`config.mk`:
```
export PLATFORM = sky130hd
export DESIGN_NAME = fcmp_unit
export DESIGN_NICKNAME = d
export VERILOG_FILES = /design/src/rtl/fcmp_pkg.sv /design/src/rtl/fcmp_classify.sv /design/src/rtl/fcmp_order.sv /design/src/rtl/fcmp_decide.sv /design/src/rtl/fcmp_unit.sv
export SDC_FILE = /design/constraint.sdc
export NUM_CORES = 1
export LEC_CHECK = 0
export BUFFER_PORTS_ARGS = -buffer_cell sky130_fd_sc_hd__buf_2
export CORE_AREA = 2 2 97 80
export CTS_CLUSTER_DIAMETER = 200
export DETAILED_ROUTE_END_ITERATION = 10
export DIE_AREA = 0 0 99 82
export PLACE_DENSITY = 0.74
export SETUP_SLACK_MARGIN = 0.15
export SLEW_MARGIN = 25
export SYNTH_ARGS = -nofsm -noshare
export SYNTH_HDL_FRONTEND = slang
export SYNTH_SLANG_ARGS = --single-unit
```
`constraint.sdc`:
```
create_clock -name clk -period 4.25 [get_ports clk]
set_clock_uncertainty 0.1 [all_clocks]
set_input_delay 0.2125 -clock clk [delete_from_list [all_inputs] [get_ports clk]]
set_output_delay 0.2125 -clock clk [all_outputs]
set_load 0.02 [all_outputs]
```
`src/rtl/fcmp_pkg.sv`:
```
package fcmp_pkg;

  typedef enum logic [2:0] {
    CLS_ZERO,
    CLS_DENORM,
    CLS_NORMAL,
    CLS_INF,
    CLS_QNAN,
    CLS_SNAN,
    CLS_BAD
  } fcmp_class_e;

  typedef enum logic [1:0] {
    REL_GT,
    REL_LT,
    REL_EQ
  } fcmp_rel_e;

  localparam logic [2:0] CC_GT = 3'b000;
  localparam logic [2:0] CC_LT = 3'b001;
  localparam logic [2:0] CC_EQ = 3'b100;
  localparam logic [2:0] CC_UN = 3'b111;

endpackage

```
`src/rtl/fcmp_classify.sv`:
```
module fcmp_classify
  import fcmp_pkg::*;
#(
  parameter int EXP_W  = 15,
  parameter int FRAC_W = 63,
  localparam int OP_W  = 1 + EXP_W + 1 + FRAC_W,
  localparam int MAG_W = EXP_W + 1 + FRAC_W
) (
  input  logic [OP_W-1:0]  op,
  output fcmp_class_e      cls,
  output logic             sign,
  output logic [MAG_W-1:0] mag
);

  logic [EXP_W-1:0]  expo;
  logic              ibit;
  logic [FRAC_W-1:0] frac;
  logic              exp_max;
  logic              exp_zero;
  logic              frac_nz;
  logic              quiet;

  always_comb begin
    expo     = op[OP_W-2 -: EXP_W];
    ibit     = op[FRAC_W];
    frac     = op[FRAC_W-1:0];
    exp_max  = &expo;
    exp_zero = ~|expo;
    frac_nz  = |frac;
    quiet    = frac[FRAC_W-1];
    sign     = op[OP_W-1];
    mag      = op[MAG_W-1:0];
  end

  always_comb begin
    if (exp_zero) begin
      cls = (ibit || frac_nz) ? CLS_DENORM : CLS_ZERO;
    end else if (!ibit) begin
      cls = CLS_BAD;
    end else if (exp_max) begin
      if (!frac_nz)   cls = CLS_INF;
      else if (quiet) cls = CLS_QNAN;
      else            cls = CLS_SNAN;
    end else begin
      cls = CLS_NORMAL;
    end
  end

endmodule

```
`src/rtl/fcmp_order.sv`:
```
module fcmp_order
  import fcmp_pkg::*;
#(
  parameter int MAG_W = 79
) (
  input  logic             sign_a,
  input  logic             sign_b,
  input  logic [MAG_W-1:0] mag_a,
  input  logic [MAG_W-1:0] mag_b,
  input  logic             zero_a,
  input  logic             zero_b,
  output fcmp_rel_e        rel
);

  logic mag_gt;
  logic mag_eq;

  always_comb begin
    mag_gt = (mag_a > mag_b);
    mag_eq = (mag_a == mag_b);
    if (zero_a && zero_b) begin
      rel = REL_EQ;
    end else if (sign_a != sign_b) begin
      rel = sign_a ? REL_LT : REL_GT;
    end else if (mag_eq) begin
      rel = REL_EQ;
    end else begin
      rel = (mag_gt ^ sign_a) ? REL_GT : REL_LT;
    end
  end

endmodule

```
`src/rtl/fcmp_decide.sv`:
```
module fcmp_decide
  import fcmp_pkg::*;
(
  input  fcmp_class_e cls_a,
  input  fcmp_class_e cls_b,
  input  fcmp_rel_e   rel,
  input  logic        ordered_mode,
  input  logic        inv_mask,
  output logic [2:0]  cc_new,
  output logic        cc_we,
  output logic        invalid,
  output logic        denorm
);

  logic nan_any;
  logic snan_any;
  logic bad_any;
  logic unord;

  always_comb begin
    snan_any = (cls_a == CLS_SNAN) || (cls_b == CLS_SNAN);
    nan_any  = snan_any || (cls_a == CLS_QNAN) || (cls_b == CLS_QNAN);
    bad_any  = (cls_a == CLS_BAD) || (cls_b == CLS_BAD);
    unord    = nan_any || bad_any;
    invalid  = snan_any || bad_any || (ordered_mode && nan_any);
    denorm   = (cls_a == CLS_DENORM) || (cls_b == CLS_DENORM);
  end

  always_comb begin
    if (unord) begin
      cc_new = CC_UN;
      cc_we  = !invalid || inv_mask;
    end else begin
      cc_we = 1'b1;
      case (rel)
        REL_GT:  cc_new = CC_GT;
        REL_LT:  cc_new = CC_LT;
        default: cc_new = CC_EQ;
      endcase
    end
  end

endmodule

```
`src/rtl/fcmp_unit.sv`:
```
module fcmp_unit
  import fcmp_pkg::*;
#(
  parameter int EXP_W   = 15,
  parameter int FRAC_W  = 63,
  parameter int SYNC_N  = 2,
  localparam int OP_W   = 1 + EXP_W + 1 + FRAC_W,
  localparam int MAG_W  = EXP_W + 1 + FRAC_W,
  localparam int N_OPS  = 2
) (
  input  logic            clk,
  input  logic            rst_n,
  input  logic            req_valid,
  output logic            req_ready,
  input  logic [OP_W-1:0] op_a,
  input  logic [OP_W-1:0] op_b,
  input  logic            ordered_mode,
  input  logic            inv_mask,
  output logic            done,
  output logic [2:0]      cc,
  output logic            inv_flag,
  output logic            den_flag
);

  logic [N_OPS-1:0][OP_W-1:0]  ops;
  fcmp_class_e                 cls   [N_OPS];
  logic [N_OPS-1:0]            sgn;
  logic [N_OPS-1:0][MAG_W-1:0] mag;
  fcmp_rel_e                   rel;
  logic [2:0]                  cc_new;
  logic                        cc_we;
  logic                        invalid;
  logic                        denorm;
  logic                        accept;

  logic [SYNC_N-1:0] rst_sync_q;
  logic              done_q, done_d;
  logic [2:0]        cc_q, cc_d;
  logic              inv_q, inv_d;
  logic              den_q, den_d;

  assign ops[0] = op_a;
  assign ops[1] = op_b;

  for (genvar i = 0; i < N_OPS; i++) begin : g_cls
    fcmp_classify #(
      .EXP_W  (EXP_W),
      .FRAC_W (FRAC_W)
    ) u_cls (
      .op   (ops[i]),
      .cls  (cls[i]),
      .sign (sgn[i]),
      .mag  (mag[i])
    );
  end

  fcmp_order #(
    .MAG_W (MAG_W)
  ) u_order (
    .sign_a (sgn[0]),
    .sign_b (sgn[1]),
    .mag_a  (mag[0]),
    .mag_b  (mag[1]),
    .zero_a (cls[0] == CLS_ZERO),
    .zero_b (cls[1] == CLS_ZERO),
    .rel    (rel)
  );

  fcmp_decide u_decide (
    .cls_a        (cls[0]),
    .cls_b        (cls[1]),
    .rel          (rel),
    .ordered_mode (ordered_mode),
    .inv_mask     (inv_mask),
    .cc_new       (cc_new),
    .cc_we        (cc_we),
    .invalid      (invalid),
    .denorm       (denorm)
  );

  // Reset release is synchronised before requests are taken.
  always_ff @(posedge clk or negedge rst_n) begin
    if (!rst_n) rst_sync_q <= '0;
    else        rst_sync_q <= {rst_sync_q[SYNC_N-2:0], 1'b1};
  end

  assign req_ready = rst_sync_q[SYNC_N-1] && !done_q;
  assign accept    = req_valid && req_ready;

  always_comb begin
    done_d = accept;
    cc_d   = cc_q;
    inv_d  = inv_q;
    den_d  = den_q;
    if (accept) begin
      inv_d = invalid;
      den_d = denorm;
      if (cc_we) cc_d = cc_new;
    end
  end

  always_ff @(posedge clk or negedge rst_n) begin
    if (!rst_n) begin
      done_q <= 1'b0;
      cc_q   <= CC_GT;
      inv_q  <= 1'b0;
      den_q  <= 1'b0;
    end else begin
      done_q <= done_d;
      cc_q   <= cc_d;
      inv_q  <= inv_d;
      den_q  <= den_d;
    end
  end

  assign done     = done_q;
  assign cc       = cc_q;
  assign inv_flag = inv_q;
  assign den_flag = den_q;

endmodule

```
==> results.md, run 1 <==
- The dominant combinational cell family by area after synthesis is adder cells.
- In this run the power density over the cells is around 130 mW/mm2.
- The worst path uses between 60% and 70% of the clock period.
- Across every metal layer, demand over resource in global routing totals between 20% and 30%.
- Detailed placement finished with a half-perimeter wire length of between 9 and 10 mm.
- Yosys instantiated no cell more often than sky130_fd_sc_hd__inv_1.
- The total count of max-transition violations in the final report came to 0.
- The switching part of the total power is about two fifths.
- In the routed layout, each cell is associated on average with a via count of between 5 and 6.
- Global routing finished with a remaining overflow of 0.
- STA classifies the critical path endpoint as a flop.
- The buffer depth of the longest clock path is 2.
- The sum of internal, switching and leakage power is around 0.5 mW.
- For this run, the number of Yosys warnings is 0.
- The timing-limited maximum frequency is 385 MHz.
- After clock tree synthesis, the flow added hold-fix buffers numbering 1.
- The share of Yosys cell area claimed by the top area cell type is about a third.
- The placement row count is 28.
- In the routed design, unresolved DRC markers number 0.
- The setup TNS is 0 ns.
- Post-CTS timing repair inserted 0 buffers for setup.
- The count of vias placed by the detailed router is between 3,000 and 4,000.
- Hold is met by around 0.19 ns.
- The total number of nets in the final design is ~810.
- The XOR/XNOR share of the synthesized area is less than 1%.
- VDD sags by at most about 0.090 mV.
- The number of antenna repair diodes is 0.
- The proportion of power drawn by combinational gates is roughly two thirds.
- The floorplan die area is between 0.008 and 0.009 mm2.
- The number of DRC markers in iteration 0 is 114.
- The share of power burned in the clock network is 17.3%.
- After clock tree synthesis, the clock-pin slew on the worst setup and hold paths is about 0.04 ns.
- The share of synthesized flip-flops with an asynchronous set or reset is 100%.
- The routed wirelength normalized by instance count is around 16 um.
- The wire length of the first global-routing pass is 16.1 mm.
- The synthesized netlist devotes 35.3% of its cell area to adder and majority cells.
- The worst pin sits at a relative slew slack of between 50% and 60%.
- The count of endpoints failing hold in the final timing report was 0.
- The vertical die dimension is 82 um.
- The internal power contribution is 0.299 mW.
- The endpoint required time on the critical path is ~4.3 ns.
- The switching power of the nets is ~0.21 mW.
- Entering global routing, the biggest net connects 9 pins.
- The area added between synthesis and finish is 36.2%.
- The static leakage power is 2.18 nW.
- Input and output buffers added on the ports amount to around 170.
- The critical path launch point type is an input port.
- Max-cap violations in this run came to 0.
- The standard cell area after detailed placement is between 0.003 and 0.004 mm2.
- In the post-synthesis netlist, the biggest area contributors are sky130_fd_sc_hd__ha_1 (35%), sky130_fd_sc_hd__inv_1 (11%), sky130_fd_sc_hd__nor4_1 (8.7%).
- The post-route antenna net violation count is 0.
- The largest area contributor in the synthesized netlist is sky130_fd_sc_hd__ha_1.
- Data on the critical path arrives at its endpoint at roughly 2.6 ns.
- The fraction of power consumed by sequential logic is 17.9%.
- The number of flops mapped to enable cells by yosys is 0.
- Cells with a size suffix above 1 make up about a third of the layout.
- The number of gates resized after CTS is 0.
- The initial antenna violation count was 0.
- In this run the worst path has a maximum fanout of 3.
- The smallest clock period supported by the final layout is computed as around 2.6 ns.
- Counting flops and latches in the post-synthesis netlist gives 8.
- The area share of and/or/nand/nor cells after synthesis is between 20 and 30%.
- Once the floorplan was initialized, standard cells occupied between 30% and 40% of the core.
- The post-synthesis compound-gate area fraction is between 15 and 20%.
- OpenSTA, run right after detailed placement, puts the worst setup slack at between 1 and 1.5 ns.
- The smallest setup slack after layout is ~1.6 ns.
- The final standard cell area without fillers is ~0.0038 mm2.
- The TritonCTS clock tree is built.
- Setup repair after global routing left no endpoint under its margin.
- The post-synth net total is between 600 and 700.
- By count the netlist is led by sky130_fd_sc_hd__inv_1 (82), sky130_fd_sc_hd__ha_1 (79), sky130_fd_sc_hd__nor4_1 (39).
- The detailed-routing iteration count for the pre-antenna-repair pass is 4.
- Clock tree synthesis found a total of 8 sinks.
- The cell area after technology mapping is ~0.0028 mm2.
- The type of the tightest min-delay check is input port to flop.
- The floorplan step defined a core boundary enclosing about 0.0072 mm2.
- The number of global-route vias before repair was 3,473.
- Routability-driven placement finished with a final weighted congestion of roughly 0.95.
- The total clock buffers created by CTS is 3.
- For the pin with the worst max-slew slack, the measured transition is between 0.6 and 0.7 ns.
- The sequential element share of the synthesized area is under 10%.
- For the worst-skew pair, the clock arrives at the later sink with an insertion delay of approximately 0.22 ns.
- Averaged over all synthesized cells, the footprint is 7.25 um2.
- The portion of netlist area occupied by mux cells is 0%.
- The most used flip-flop cell after synthesis is sky130_fd_sc_hd__dfrtp_1.
- Synthesis instantiated 42 different standard cells from the library.
- The number of cells produced by synthesis is a little under 400.
- Summed over all layers, the routed wires come to around 10 mm.
- Setup violations remaining at the end of the flow were counted as 0.
- By startpoint and endpoint, the worst setup path is classified as input port to flop.
- about 170 I/O pins were placed.
- The tree is rooted in a sky130_fd_sc_hd__clkbuf_8.
- The count of H-tree levels built during CTS is 1.
- The run finished with clean final reports.
- From left edge to right edge, the die measures roughly 99 um.
[worst max-delay path, cell delays in order]
cell and delay [ns]:
sky130_fd_sc_hd__buf_2 0.12, sky130_fd_sc_hd__nor4_1 0.51, sky130_fd_sc_hd__nand4_1 0.26, sky130_fd_sc_hd__nor4_2 0.44, sky130_fd_sc_hd__o22ai_1 0.20, sky130_fd_sc_hd__a2111oi_2 0.46, sky130_fd_sc_hd__a21o_2 0.18, sky130_fd_sc_hd__o22ai_2 0.08
sky130_fd_sc_hd__nor3_2 0.18
[path summary, 6_finish.rpt]
path                          startpoint            end  slack [ns]  cells past startpoint
setup / recovery                op_b[25]          cc[0]        1.65                      9
hold / removal              ordered_mode       inv_flag        0.19                      3
setup reg to reg                    done          cc[0]        2.41                      7
hold reg to reg            rst_sync_q[0]  rst_sync_q[1]        0.25                      0
max in group asynchronous          rst_n       den_flag        3.62                      2
min in group asynchronous          rst_n  rst_sync_q[0]        0.26                      2
[per-layer routing]
metal	GRT usage (%)	wire length, um	vias up
li1	-	-	1803
met1	32.5	4590	1637
met2	42.6	4680	162
met3	3.32	766	18
met4	5.48	202	0
met5	0	0	-
[through the flow]
stage               util (%)  cells
floorplan                  -    387
global placement        52.5    647
detailed placement      52.5    647
CTS                     53.2    651
global route            53.2    651
finish                  53.2    651
[power groups by stage]
stage	sequential (mW)	clock [mW]	combinational, mW
floorplan	0.103	0	0.154
global placement	0.0930	0	0.317
detailed placement	0.0933	0	0.327
CTS	0.0922	0.0900	0.330
global route	0.0933	0.0972	0.376
finish	0.0919	0.0884	0.332
[cell usage in the layout (no fill, tap or decap), drive strengths merged, types with 3 or more instances in the layout]
cell,synthesis,layout
buf,0,171
inv,82,82
ha,79,79
nor4,43,43
nand4,35,35
a21oi,33,33
nand2,22,22
o21ai,12,12
nand3,11,11
nor3,11,11
nor2,9,9
dfrtp,8,8
o21a,4,4
a211oi,4,4
a21o,4,4
a221oi,3,3
clkbuf,1,3
[state kept, by name, summed over array words and instances, names as in the netlist]
signal,flops
inv_flag,1
den_flag,1
rst_sync_q,2
cc,3
done,1
[layout make-up]
cell class	instances	area [um2]
Clock buffer	3	41.3
Sequential cell	8	200
Fill cell	742	3360
Multi-Input combinational cell	296	2290
Timing Repair Buffer	172	866
Inverter	82	308
Tap cell	90	113
[kinds of logic after synthesis]
kind of cell / count (synthesis)
flops: 8
simple gates: 143
other cells: 1
compound gates: 72
xor+xnor: 1
buf+inv: 83
fa+ha+maj: 79
Power figures use the tool's default switching activity.
==> inputs of run 2 (changes only) <==
- clock period: 4.25 -> 2.7 ns (I/O delays scaled with it)
==> run 2 against run 1 <==
  * Die area unchanged
  * Worst setup slack got worse by 1.3 ns
  * Cell area increased by 0.75%
  * Sequential cell count unchanged
  * Wire length decreased by 3.0%
  * Combinational power increased by 56%
  * Sequential power increased by 57%
  * Core utilization increased by 0.40 points
  * Via count decreased by 1.7%
  * Final cell count increased by 0.46%
  * Clock power increased by 58%
  * Critical path type unchanged
  * Highest routed layer unchanged
==> results.md, run 2 (synthesized netlist as in run 1, its figures left out) <==
- The number of DRC markers in iteration 0 is 135 (was 114).
- The buffer depth of the longest clock path is 2 (unchanged).
- The setup TNS was 0 ns (unchanged).
- The switching part of the total power is 41.5% (was 41.7%).
- The max-capacitance violation count was 0 (unchanged).
- The sink count of the clock tree was 8 (unchanged).
- The count of H-tree levels built during CTS is 1 (unchanged).
- The pre-CTS worst setup slack is 0.0545 ns (was 1.43 ns).
- The kind of capture point of the worst setup path is a flop (unchanged).
- The internal power contribution was 0.470 mW (was 0.299 mW).
- The global-route usage over all layers is 23.5% (was 24.5%).
- The hold-critical path endpoint is inv_flag (unchanged).
- The post-route antenna net violation count is 0 (unchanged).
- The type of the tightest min-delay check is input port to flop (unchanged).
- The timing-limited maximum frequency is 421 MHz.
- The switching power of the nets came to 0.333 mW (was 0.213 mW).
- The path depth of the worst reg2reg path is 7 (unchanged).
- The DRC violation count after routing is 0 (unchanged).
- The stage delay of the slowest cell on the critical path is 0.46 ns (was 0.51 ns).
- The chip width is 99 um (unchanged).
- The TritonCTS clock tree is built (unchanged).
- The share of power burned in the clock network is 17.4% (was 17.3%).
- The total clock buffers created by CTS is 3 (unchanged).
- The routed wirelength normalized by instance count is 15.2 um (was 15.7 um).
- The setup slack of the most critical reg-to-reg path came to 0.90 ns (was 2.41 ns).
- The smallest setup slack after layout is 0.325 ns (was 1.65 ns).
- The minimum clock period is 2.38 ns.
- The floorplan die area came to 0.00812 mm2 (unchanged).
- The startpoint of the worst register-to-register path is done (unchanged).
- The number of vias per cell is 5.44 (was 5.56).
- The placement row count is 28 (unchanged).
- The total number of nets in the final design was 810 (was 807).
- The number of global-route vias before repair is 3,513 (was 3,473).
- The sum of overflow across all layers after global routing is 0 (unchanged).
- The endpoint of the lowest-slack register-to-register path is cc[0] (unchanged).
- The clock transition at the register clock pins on the worst setup and hold paths after CTS is 0.04 ns (about the same).
- The final standard cell area without fillers is 0.00385 mm2 (was 0.00382 mm2).
- The tightest slew margin relative to the limit is 59.7% (was 55.0%).
- The flip-flop count of the largest register, all copies and words added is 3 (unchanged).
- Run status: completed (unchanged).
- The proportion of power drawn by combinational gates is 64.7% (was 64.8%).
- The floorplan core area is 0.00718 mm2 (unchanged).
- The aggregate routed wire length is 9.93 mm (was 10.2 mm).
- The fraction of final layout cells with drive strength greater than 1 is 33.5% (was 33.0%).
- The placed cell count is 650 (was 647).
- The total power divided by cell area was 209 mW/mm2 (was 134 mW/mm2).
- The critical path's slowest cell is sky130_fd_sc_hd__nor4_1 (unchanged).
- The transition time at the pin with the least slew margin is 0.600 ns (was 0.669 ns).
- The detailed placement HPWL was 9.16 mm (was 9.47 mm).
- The detailed-routing iteration count for the pre-antenna-repair pass is 5 (was 4).
- The root buffer selected by CTS is sky130_fd_sc_hd__clkbuf_8 (unchanged).
- The I/O pin total is 172 (unchanged).
- The initial core utilization came to 39.0% (unchanged).
- The number of antenna repair diodes is 0 (unchanged).
- The count of input and output buffers is 171 (unchanged).
- RSZ-0062 raised after global routing: no (unchanged).
- The standard cell area after detailed placement is 0.00379 mm2 (was 0.00377 mm2).
- The fraction of power consumed by sequential logic came to 18.0% (was 17.9%).
- The sum of internal, switching and leakage power is 0.803 mW (was 0.512 mW).
- The maximum resistive drop on vdd was 0.119 mV (was 0.0897 mV).
- The most frequent standard cell in the layout excluding fill and tap cells is sky130_fd_sc_hd__buf_2 (unchanged).
- The vertical die dimension is 82 um (unchanged).
- The initial antenna violation count came to 0 (unchanged).
- The data arrival time of the critical path came to 2.42 ns (was 2.64 ns).
- The worst hold margin came to 0.125 ns (was 0.189 ns).
- The clock latency on the worst-skew pair came to 0.22 ns (about the same).
- The total of endpoints with negative setup slack in the final report is 0 (unchanged).
- The static leakage power is 2.19 nW (was 2.18 nW).
- Most used cells in the layout excluding fill and tap cells: sky130_fd_sc_hd__buf_2 (171), sky130_fd_sc_hd__inv_1 (82), sky130_fd_sc_hd__ha_1 (79), sky130_fd_sc_hd__nor4_1 (38), sky130_fd_sc_hd__nand4_1 (35) (was sky130_fd_sc_hd__buf_2 (171), sky130_fd_sc_hd__inv_1 (82), sky130_fd_sc_hd__ha_1 (79), sky130_fd_sc_hd__nor4_1 (39), sky130_fd_sc_hd__nand4_1 (35)).
- The type of the worst setup path is input port to flop (unchanged).
- The critical path launch point type is an input port (unchanged).
- The number of instances on the worst hold path is 3 (unchanged).
- The launch instance of the worst min-delay path was ordered_mode (unchanged).
- The endpoint required time on the critical path is 2.75 ns (was 4.29 ns).
- The count of endpoints failing hold in the final timing report is 0 (unchanged).
- The count of vias placed by the detailed router came to 3,558 (was 3,620).
- The filler-free cell count of the finished design is 654 (was 651).
- The wire length of the first global-routing pass is 15.6 mm (was 16.1 mm).
- Critical path cell sequence: buf_2 -> nor4_1 -> nand4_1 -> nor4_2 -> o22ai_1 -> a2111oi_2 -> a21o_2 -> o22ai_2 -> nor3_2 (unchanged).
- The pin count of the biggest net entering global routing is 9 (unchanged).
- The highest fanout seen on the critical path was 3 (unchanged).
- The area added between synthesis and finish is 37.3% (was 36.2%).
- The final RePlAce weighted congestion is 0.961 (was 0.948).
- The utilization after layout was 53.6% (was 53.2%).
- The total count of max-transition violations in the final report is 0 (unchanged).
- The final critical path takes up roughly 88% of the cycle.
==> run 2: cell count changes in the layout (fill, tap and decap cells not counted), sizes merged <==
cell / previous run / this run
buf: 171 / 174
==> run 2: metal layers <==
layer,track usage [%],vias to the layer above,wire (um)
met4,5.62,0,160
li1,-,1812,-
met3,1.36,14,519
met2,42.4,118,4680
met1,30.9,1614,4570
met5,0,-,0
==> run 2: power by group through the flow <==
| stage | clock network, mW | logic [mW] | registers (mW) |
|---|---|---|---|
| finish | 0.140 | 0.519 | 0.144 |
| global route | 0.148 | 0.589 | 0.146 |
| CTS | 0.145 | 0.516 | 0.144 |
| detailed placement | 0 | 0.511 | 0.146 |
| global placement | 0 | 0.499 | 0.146 |
| floorplan | 0 | 0.242 | 0.162 |
==> run 2: what timing repair did <==
| action | in CTS | in global routing |
|---|---|---|
| hold buffers | 1 | 0 |
| endpoints found under the setup margin | 0 | 1 |
| gates resized for setup | 0 | 1 |
| setup buffers | 0 | 0 |
| hold endpoints to repair | 8 | 0 |
==> run 2: worst max-delay path by stage <==
stage	start	endpoint	slack (ns)	depth (start not counted)
after global routing	op_b[62]	cc[0]	0.18	9
after global placement	op_b[62]	cc[0]	0.15	9
after detailed placement	op_a[29]	cc[0]	0.05	9
after CTS	op_a[29]	cc[0]	0.29	9
final	op_b[62]	cc[0]	0.32	9
after floorplan	done	cc[0]	0.57	7
==> run 2: cell type report <==
type                       count  area, um2
sequential                     8        200
fill                         724       3330
clock buffer                   3       41.3
tap                           90        113
multi-input combinational    296       2300
timing repair buffer         175        888
inverter                      82        308
==> run 2: critical path, delay by kind of cell <==
kind                   cells  cell delay (ns)
and+or+nand+nor            4             1.29
AOI/OAI and AO/OA          4             0.90
buffers and inverters      1             0.12
